===== config.mk =====
export PLATFORM = sky130hd
export DESIGN_NAME = cyc_line_timer
export DESIGN_NICKNAME = d
export VERILOG_FILES = /design/src/rtl/clt_pkg.sv /design/src/rtl/clt_latch.sv /design/src/rtl/clt_prescale.sv /design/src/rtl/clt_count.sv /design/src/rtl/clt_ctrl.sv /design/src/rtl/cyc_line_timer.sv
export SDC_FILE = /design/constraint.sdc
export NUM_CORES = 1
export LEC_CHECK = 0
export BUFFER_PORTS_ARGS = -buffer_cell sky130_fd_sc_hd__buf_4
export CAP_MARGIN = 10
export CORE_ASPECT_RATIO = 0.7
export CORE_MARGIN = 1
export CORE_UTILIZATION = 35
export DETAILED_ROUTE_END_ITERATION = 7
export GPL_TIMING_DRIVEN = 1
export PLACE_DENSITY = 0.48
export SYNTH_ARGS = -nofsm -noshare
export SYNTH_HDL_FRONTEND = slang
export SYNTH_HIERARCHICAL = 1
export SYNTH_SLANG_ARGS = --single-unit

===== constraint.sdc =====
create_clock -name clk -period 3.9 [get_ports clk]
set_clock_uncertainty 0.05 [all_clocks]
set_input_delay 0.585 -clock clk [delete_from_list [all_inputs] [get_ports clk]]
set_output_delay 0.585 -clock clk [all_outputs]
set_load 0.02 [all_outputs]

===== src/rtl/clt_pkg.sv =====
package clt_pkg;

    typedef enum logic [1:0] {
        ST_OFF   = 2'd0,
        ST_LINE  = 2'd1,
        ST_CYCLE = 2'd2
    } run_state_t;

    localparam int BIT_REARM = 0;
    localparam int BIT_EN    = 1;
    localparam int BIT_CYC   = 2;
    localparam int CTL_W     = 3;

endpackage


===== src/rtl/clt_latch.sv =====
module clt_latch #(
    parameter int NIB_W   = 4,
    parameter int NUM_NIB = 2,
    parameter int SEL_W   = 2,
    localparam int LAT_W  = NIB_W * NUM_NIB
) (
    input  logic             clk,
    input  logic             rst_n,
    input  logic             wr_en,
    input  logic [SEL_W-1:0] wr_sel,
    input  logic [NIB_W-1:0] wr_data,
    output logic [LAT_W-1:0] latch_o
);

    for (genvar g = 0; g < NUM_NIB; g++) begin : g_nib
        logic [NIB_W-1:0] nib_q;

        always_ff @(posedge clk or negedge rst_n) begin
            if (!rst_n) begin
                nib_q <= '0;
            end else if (wr_en && (wr_sel == SEL_W'(g))) begin
                nib_q <= wr_data;
            end
        end

        assign latch_o[g*NIB_W +: NIB_W] = nib_q;
    end

endmodule


===== src/rtl/clt_prescale.sv =====
module clt_prescale #(
    parameter int PRE_W      = 10,
    parameter int PRE_RELOAD = 341,
    parameter int PRE_STEP   = 3
) (
    input  logic clk,
    input  logic rst_n,
    input  logic load_i,
    input  logic run_i,
    output logic step_o
);

    localparam logic signed [PRE_W-1:0] RELOAD_S = PRE_RELOAD[PRE_W-1:0];
    localparam logic signed [PRE_W-1:0] STEP_S   = PRE_STEP[PRE_W-1:0];

    logic signed [PRE_W-1:0] pre_q;
    logic signed [PRE_W-1:0] diff;
    logic                    expired;

    always_comb begin
        diff    = pre_q - STEP_S;
        expired = diff[PRE_W-1] || (diff == '0);
        step_o  = run_i && expired;
    end

    always_ff @(posedge clk or negedge rst_n) begin
        if (!rst_n) begin
            pre_q <= '0;
        end else if (load_i) begin
            pre_q <= RELOAD_S;
        end else if (run_i) begin
            pre_q <= expired ? (diff + RELOAD_S) : diff;
        end
    end

endmodule


===== src/rtl/clt_count.sv =====
module clt_count #(
    parameter int CNT_W = 8
) (
    input  logic             clk,
    input  logic             rst_n,
    input  logic             load_i,
    input  logic             step_i,
    input  logic [CNT_W-1:0] latch_i,
    output logic [CNT_W-1:0] count_o,
    output logic             wrap_o
);

    logic [CNT_W-1:0] cnt_q;

    assign wrap_o  = step_i && (&cnt_q);
    assign count_o = cnt_q;

    always_ff @(posedge clk or negedge rst_n) begin
        if (!rst_n) begin
            cnt_q <= '0;
        end else if (load_i || wrap_o) begin
            cnt_q <= latch_i;
        end else if (step_i) begin
            cnt_q <= cnt_q + CNT_W'(1);
        end
    end

endmodule


===== src/rtl/clt_ctrl.sv =====
module clt_ctrl
    import clt_pkg::*;
#(
    parameter int SEL_W   = 2,
    parameter int NUM_NIB = 2
) (
    input  logic             clk,
    input  logic             rst_n,
    input  logic             cpu_tick,
    input  logic             wr_en,
    input  logic [SEL_W-1:0] wr_sel,
    input  logic [CTL_W-1:0] ctl_data,
    input  logic             wrap_i,
    output run_state_t       state_o,
    output logic             load_o,
    output logic             adv_o,
    output logic             irq_o
);

    localparam logic [SEL_W-1:0] SEL_CTRL = SEL_W'(NUM_NIB);
    localparam logic [SEL_W-1:0] SEL_ACK  = SEL_W'(NUM_NIB + 1);

    run_state_t state_q, state_d;
    logic       rearm_q, cyc_q;
    logic       wr_ctrl, wr_ack;

    assign wr_ctrl = wr_en && (wr_sel == SEL_CTRL);
    assign wr_ack  = wr_en && (wr_sel == SEL_ACK);
    assign load_o  = wr_ctrl && ctl_data[BIT_EN];
    assign adv_o   = cpu_tick && !wr_ctrl && !wr_ack && (state_q != ST_OFF);
    assign state_o = state_q;

    always_comb begin
        state_d = state_q;
        unique case (1'b1)
            wr_ctrl: begin
                if (!ctl_data[BIT_EN])       state_d = ST_OFF;
                else if (ctl_data[BIT_CYC])  state_d = ST_CYCLE;
                else                         state_d = ST_LINE;
            end
            wr_ack: begin
                if (!rearm_q)                state_d = ST_OFF;
                else if (cyc_q)              state_d = ST_CYCLE;
                else                         state_d = ST_LINE;
            end
            default: state_d = state_q;
        endcase
    end

    always_ff @(posedge clk or negedge rst_n) begin
        if (!rst_n) begin
            state_q <= ST_OFF;
            rearm_q <= 1'b0;
            cyc_q   <= 1'b0;
        end else begin
            state_q <= state_d;
            if (wr_ctrl) begin
                rearm_q <= ctl_data[BIT_REARM];
                cyc_q   <= ctl_data[BIT_CYC];
            end
        end
    end

    always_ff @(posedge clk or negedge rst_n) begin
        if (!rst_n) begin
            irq_o <= 1'b0;
        end else if (wr_ctrl || wr_ack) begin
            irq_o <= 1'b0;
        end else if (wrap_i) begin
            irq_o <= 1'b1;
        end
    end

endmodule


===== src/rtl/cyc_line_timer.sv =====
module cyc_line_timer
    import clt_pkg::*;
#(
    parameter int NIB_W      = 4,
    parameter int PRE_W      = 10,
    parameter int PRE_RELOAD = 341,
    parameter int PRE_STEP   = 3
) (
    input  logic             clk,
    input  logic             rst_n,
    input  logic             cpu_tick,
    input  logic             wr_en,
    input  logic [1:0]       wr_sel,
    input  logic [NIB_W-1:0] wr_data,
    output logic             irq
);

    localparam int NUM_NIB = 2;
    localparam int SEL_W   = 2;
    localparam int LAT_W   = NIB_W * NUM_NIB;

    run_state_t       run_state;
    logic [LAT_W-1:0] latch_val;
    logic [LAT_W-1:0] count_val;
    logic             load, adv, wrap, line_step, cnt_step, run_line;

    clt_latch #(.NIB_W(NIB_W), .NUM_NIB(NUM_NIB), .SEL_W(SEL_W)) u_latch (
        .clk     (clk),
        .rst_n   (rst_n),
        .wr_en   (wr_en),
        .wr_sel  (wr_sel),
        .wr_data (wr_data),
        .latch_o (latch_val)
    );

    clt_ctrl #(.SEL_W(SEL_W), .NUM_NIB(NUM_NIB)) u_ctrl (
        .clk      (clk),
        .rst_n    (rst_n),
        .cpu_tick (cpu_tick),
        .wr_en    (wr_en),
        .wr_sel   (wr_sel),
        .ctl_data (wr_data[CTL_W-1:0]),
        .wrap_i   (wrap),
        .state_o  (run_state),
        .load_o   (load),
        .adv_o    (adv),
        .irq_o    (irq)
    );

    assign run_line = adv && (run_state == ST_LINE);
    assign cnt_step = (run_state == ST_CYCLE) ? adv : line_step;

    clt_prescale #(.PRE_W(PRE_W), .PRE_RELOAD(PRE_RELOAD), .PRE_STEP(PRE_STEP)) u_pre (
        .clk    (clk),
        .rst_n  (rst_n),
        .load_i (load),
        .run_i  (run_line),
        .step_o (line_step)
    );

    clt_count #(.CNT_W(LAT_W)) u_cnt (
        .clk     (clk),
        .rst_n   (rst_n),
        .load_i  (load),
        .step_i  (cnt_step),
        .latch_i (latch_val),
        .count_o (count_val),
        .wrap_o  (wrap)
    );

endmodule


==> results.md <==
- Layout Cells excl Fill: about 320
- Drt first pass iters: 4
- Hold/Removal Path Class: in2async
- Cell with the most instances after synthesis: dfrtp_1
- Vias in the first global route: roughly 1600
- CTS tree: built
- Fin. max-slew vios: 0
- Post-synth EDFFs: 0
- Cell taking the most area after synthesis: dfrtp_1
- Crit path time final: approximately 3500 ps
- Mapped cell area: 2190 um2
- Initial antenna violation count: 0
- VDD IR max: between 150 and 200 uV
- Starting DRT DRC Count: 98
- Total negative slack: 0 ps
- Vias: ~1800
- Routed Antenna Nets: 0
- Post-synthesis register bit count: 31
- Worst slew pin tran: 511 ps
- Fill cells: about 580
- Dpl hpwl: between 3000 and 4000 um
- Final core utilization: 41.6%
- Antenna diodes: 0
- Worst hold slack: roughly 180 ps
- Post-Syn Instances: between 200 and 250
- Syn Nets: around 250
- Final Wtd Congestion: between 0.8 and 0.9
- DIE AREA: roughly 6600 um2
- DIE WIDTH: about 97 um
- Power per cell area: just over 600 nW/um2
- Post-CTS Setup Inserts: 0
- Synth area leaders: dfrtp_1 35%, mux2_2 4.1%, nor2_1 4.1%, a21oi_1 3.9%, xnor2_1 2.8%
- Die height: between 60 and 70 um
- Setup-failing EPs final: 0
- Nature of the critical path startpoint: flip-flop
- Syn_area_per_cell: ~9.4 um2
- Crit end category: flip-flop
- CTS root buf: clkbuf_8
- Core area: a little under 6000 um2
- Worst slew margin: about 66%
- RSZ-0062 raised after global routing: no
- Worst EP arrival: between 3000 and 4000 ps
- Share of cells above drive strength 1: roughly 20%
- First-pass GRT wire length: between 8000 and 9000 um
- Met1 WL: between 2000 and 3000 um
- Via-to-Cell Ratio: between 5 and 6
- Leak pwr: between 1 and 1.5 nW
- Gr usage total: 17.4%
- Reg2reg start: u_pre/pre_q[2]$_DFFE_PN0P_
- Max Cap Viol: 0
- Metal2 WL: 1870 um
- Layout area overhead: 11.4%
- Largest net degree at the start of global routing: 32
- NumNets Final: around 260
- Clock Sinks: 31
- Run status: complete, no violations
- Num CTS Buffers: 5
- Commonest cells post-synth: 31 x dfrtp_1, 24 x nor2_1, 17 x a21oi_1
- CP required: roughly 4000 ps
- Row count: 23
- Synth unique cells: 70
- Htree depth: 2
- Warnings from Yosys: 6
- Async SR Flop Fraction: 100%
- Endpoints failing hold: 0
- Worst R2R Setup Slack: slightly above 400 ps
- Area share of the largest cell type after synthesis: between 30% and 40%
- Seq/Total Area, Yosys: between 30% and 40%
- Crit path max fanout: 10
- Met3 wire len: 235 um
- Max Root-Sink Buffers: 2
- Period utilization: approximately nine tenths
- PortBufs: 10
- Per-cell routed wire length: between 15 and 20 um
- Post-CTS sizing: 0
- IO Count: 11
- Crit Path Class: reg2reg
- Initial Utilization: 37.3%
- Worst-Skew Late Latency: ~280 ps
- Worst setup path start: u_pre/pre_q[2]$_DFFE_PN0P_
- Clock-pin slew on the worst setup and hold paths: about 70 ps
- Top FF cell, synth: dfrtp_1
- Total congestion overflow: 0
- Post-Route WL: between 5000 and 6000 um
- DRC viols: 0
- Fmax: roughly 0.29 GHz
- Top sig layer: met4
- Hold Buf Count CTS: 0
- DP Cell Count: 313
## power breakdown
| part | total (mW) | switching [mW] | internal (mW) |
|---|---|---|---|
| Combinational | 0.597 | 0.315 | 0.282 |
| Clock | 0.331 | 0.124 | 0.207 |
| Sequential | 0.561 | 0.148 | 0.413 |
| Total | 1.49 | 0.587 | 0.902 |
## layout by cell type (no fill, tap or decap), drive strengths merged, types with 6 or more instances in the layout
master / instances
buf: 14
inv: 13
nor2: 24
a21oi: 18
nand2: 9
mux2: 11
clkbuf: 6
o21ai: 9
nand4: 6
and3: 6
dfrtp: 31
nor3: 7
xnor2: 7
## metal layers
layer / vias to the layer above / track usage [%]
met5: - / 0
met1: 873 / 28.0
li1: 901 / -
met3: 4 / 4.11
met2: 37 / 22.3
met4: 0 / 4.41
## path summary, 6_finish.rpt
kind | to | depth (start not counted)
max | u_cnt/count_o[2]$_DFFE_PN0P_ | 13
max in group asynchronous | u_latch/g_nib[0].nib_q[2]$_DFFE_PN0P_ | 1
min | u_cnt/count_o[3]$_DFFE_PN0P_ | 1
min reg2reg | u_ctrl/state_o[0]$_DFFE_PN0P_ | 1
max reg2reg | u_cnt/count_o[2]$_DFFE_PN0P_ | 13
min in group clk | u_ctrl/state_o[0]$_DFFE_PN0P_ | 1
## worst max-delay path, cell delays in order, from the launching register on
cell and delay, ps:
dfrtp_1 520, inv_1 190, ha_1 290, a211oi_2 440, a31oi_1 160, a21oi_2 230, and2_4 230, nor2_1 50
mux2_4 330, and3_4 210, nand3_4 110, inv_2 50, a22o_1 220, a221o_1 280
## cells by family (layout without fill, tap and decap cells)
logic type | Yosys count | count (layout) | synth area share, %
mux | 15 | 15 | 7.82
buf+inv | 24 | 36 | 5.48
simple gates | 84 | 84 | 23.8
fa+ha+maj | 4 | 4 | 2.28
xor+xnor | 9 | 9 | 3.60
compound gates | 67 | 67 | 21.6
flops | 31 | 31 | 35.4
## sequential cells by signal, summed over array words and instances, names as in the netlist
register,count
u_latch/g_nib.nib_q,8
u_cnt/count_o,8
u_ctrl/state_o,2
u_ctrl/rearm_q,1
u_pre/pre_q,10
u_ctrl/irq_o,1
u_ctrl/cyc_q,1
## layout make-up
class / instances / area (um2) / area share (%)
Multi-Input combinational cell: 179 / 1290 / 53.1
Sequential cell: 31 / 776 / 31.8
Timing Repair Buffer: 14 / 105 / 4.31
Tap cell: 75 / 93.8 / 3.85
Clock buffer: 6 / 82.6 / 3.38
Inverter: 14 / 52.6 / 2.15
Clock inverter: 2 / 35.0 / 1.44
## per-stage QoR
| stage | setup WS [ps] | power, mW | area [um2] |
|---|---|---|---|
| after detailed placement | 452 | 1.16 | 2320 |
| after global routing | 164 | 1.61 | 2440 |
| after CTS | 435 | 1.49 | 2440 |
| final | 407 | 1.49 | 2440 |
| after floorplan | 739 | 1.02 | 2190 |
| after global placement | 555 | 1.17 | 2320 |
No activity file was read; power rests on OpenSTA's default activity.
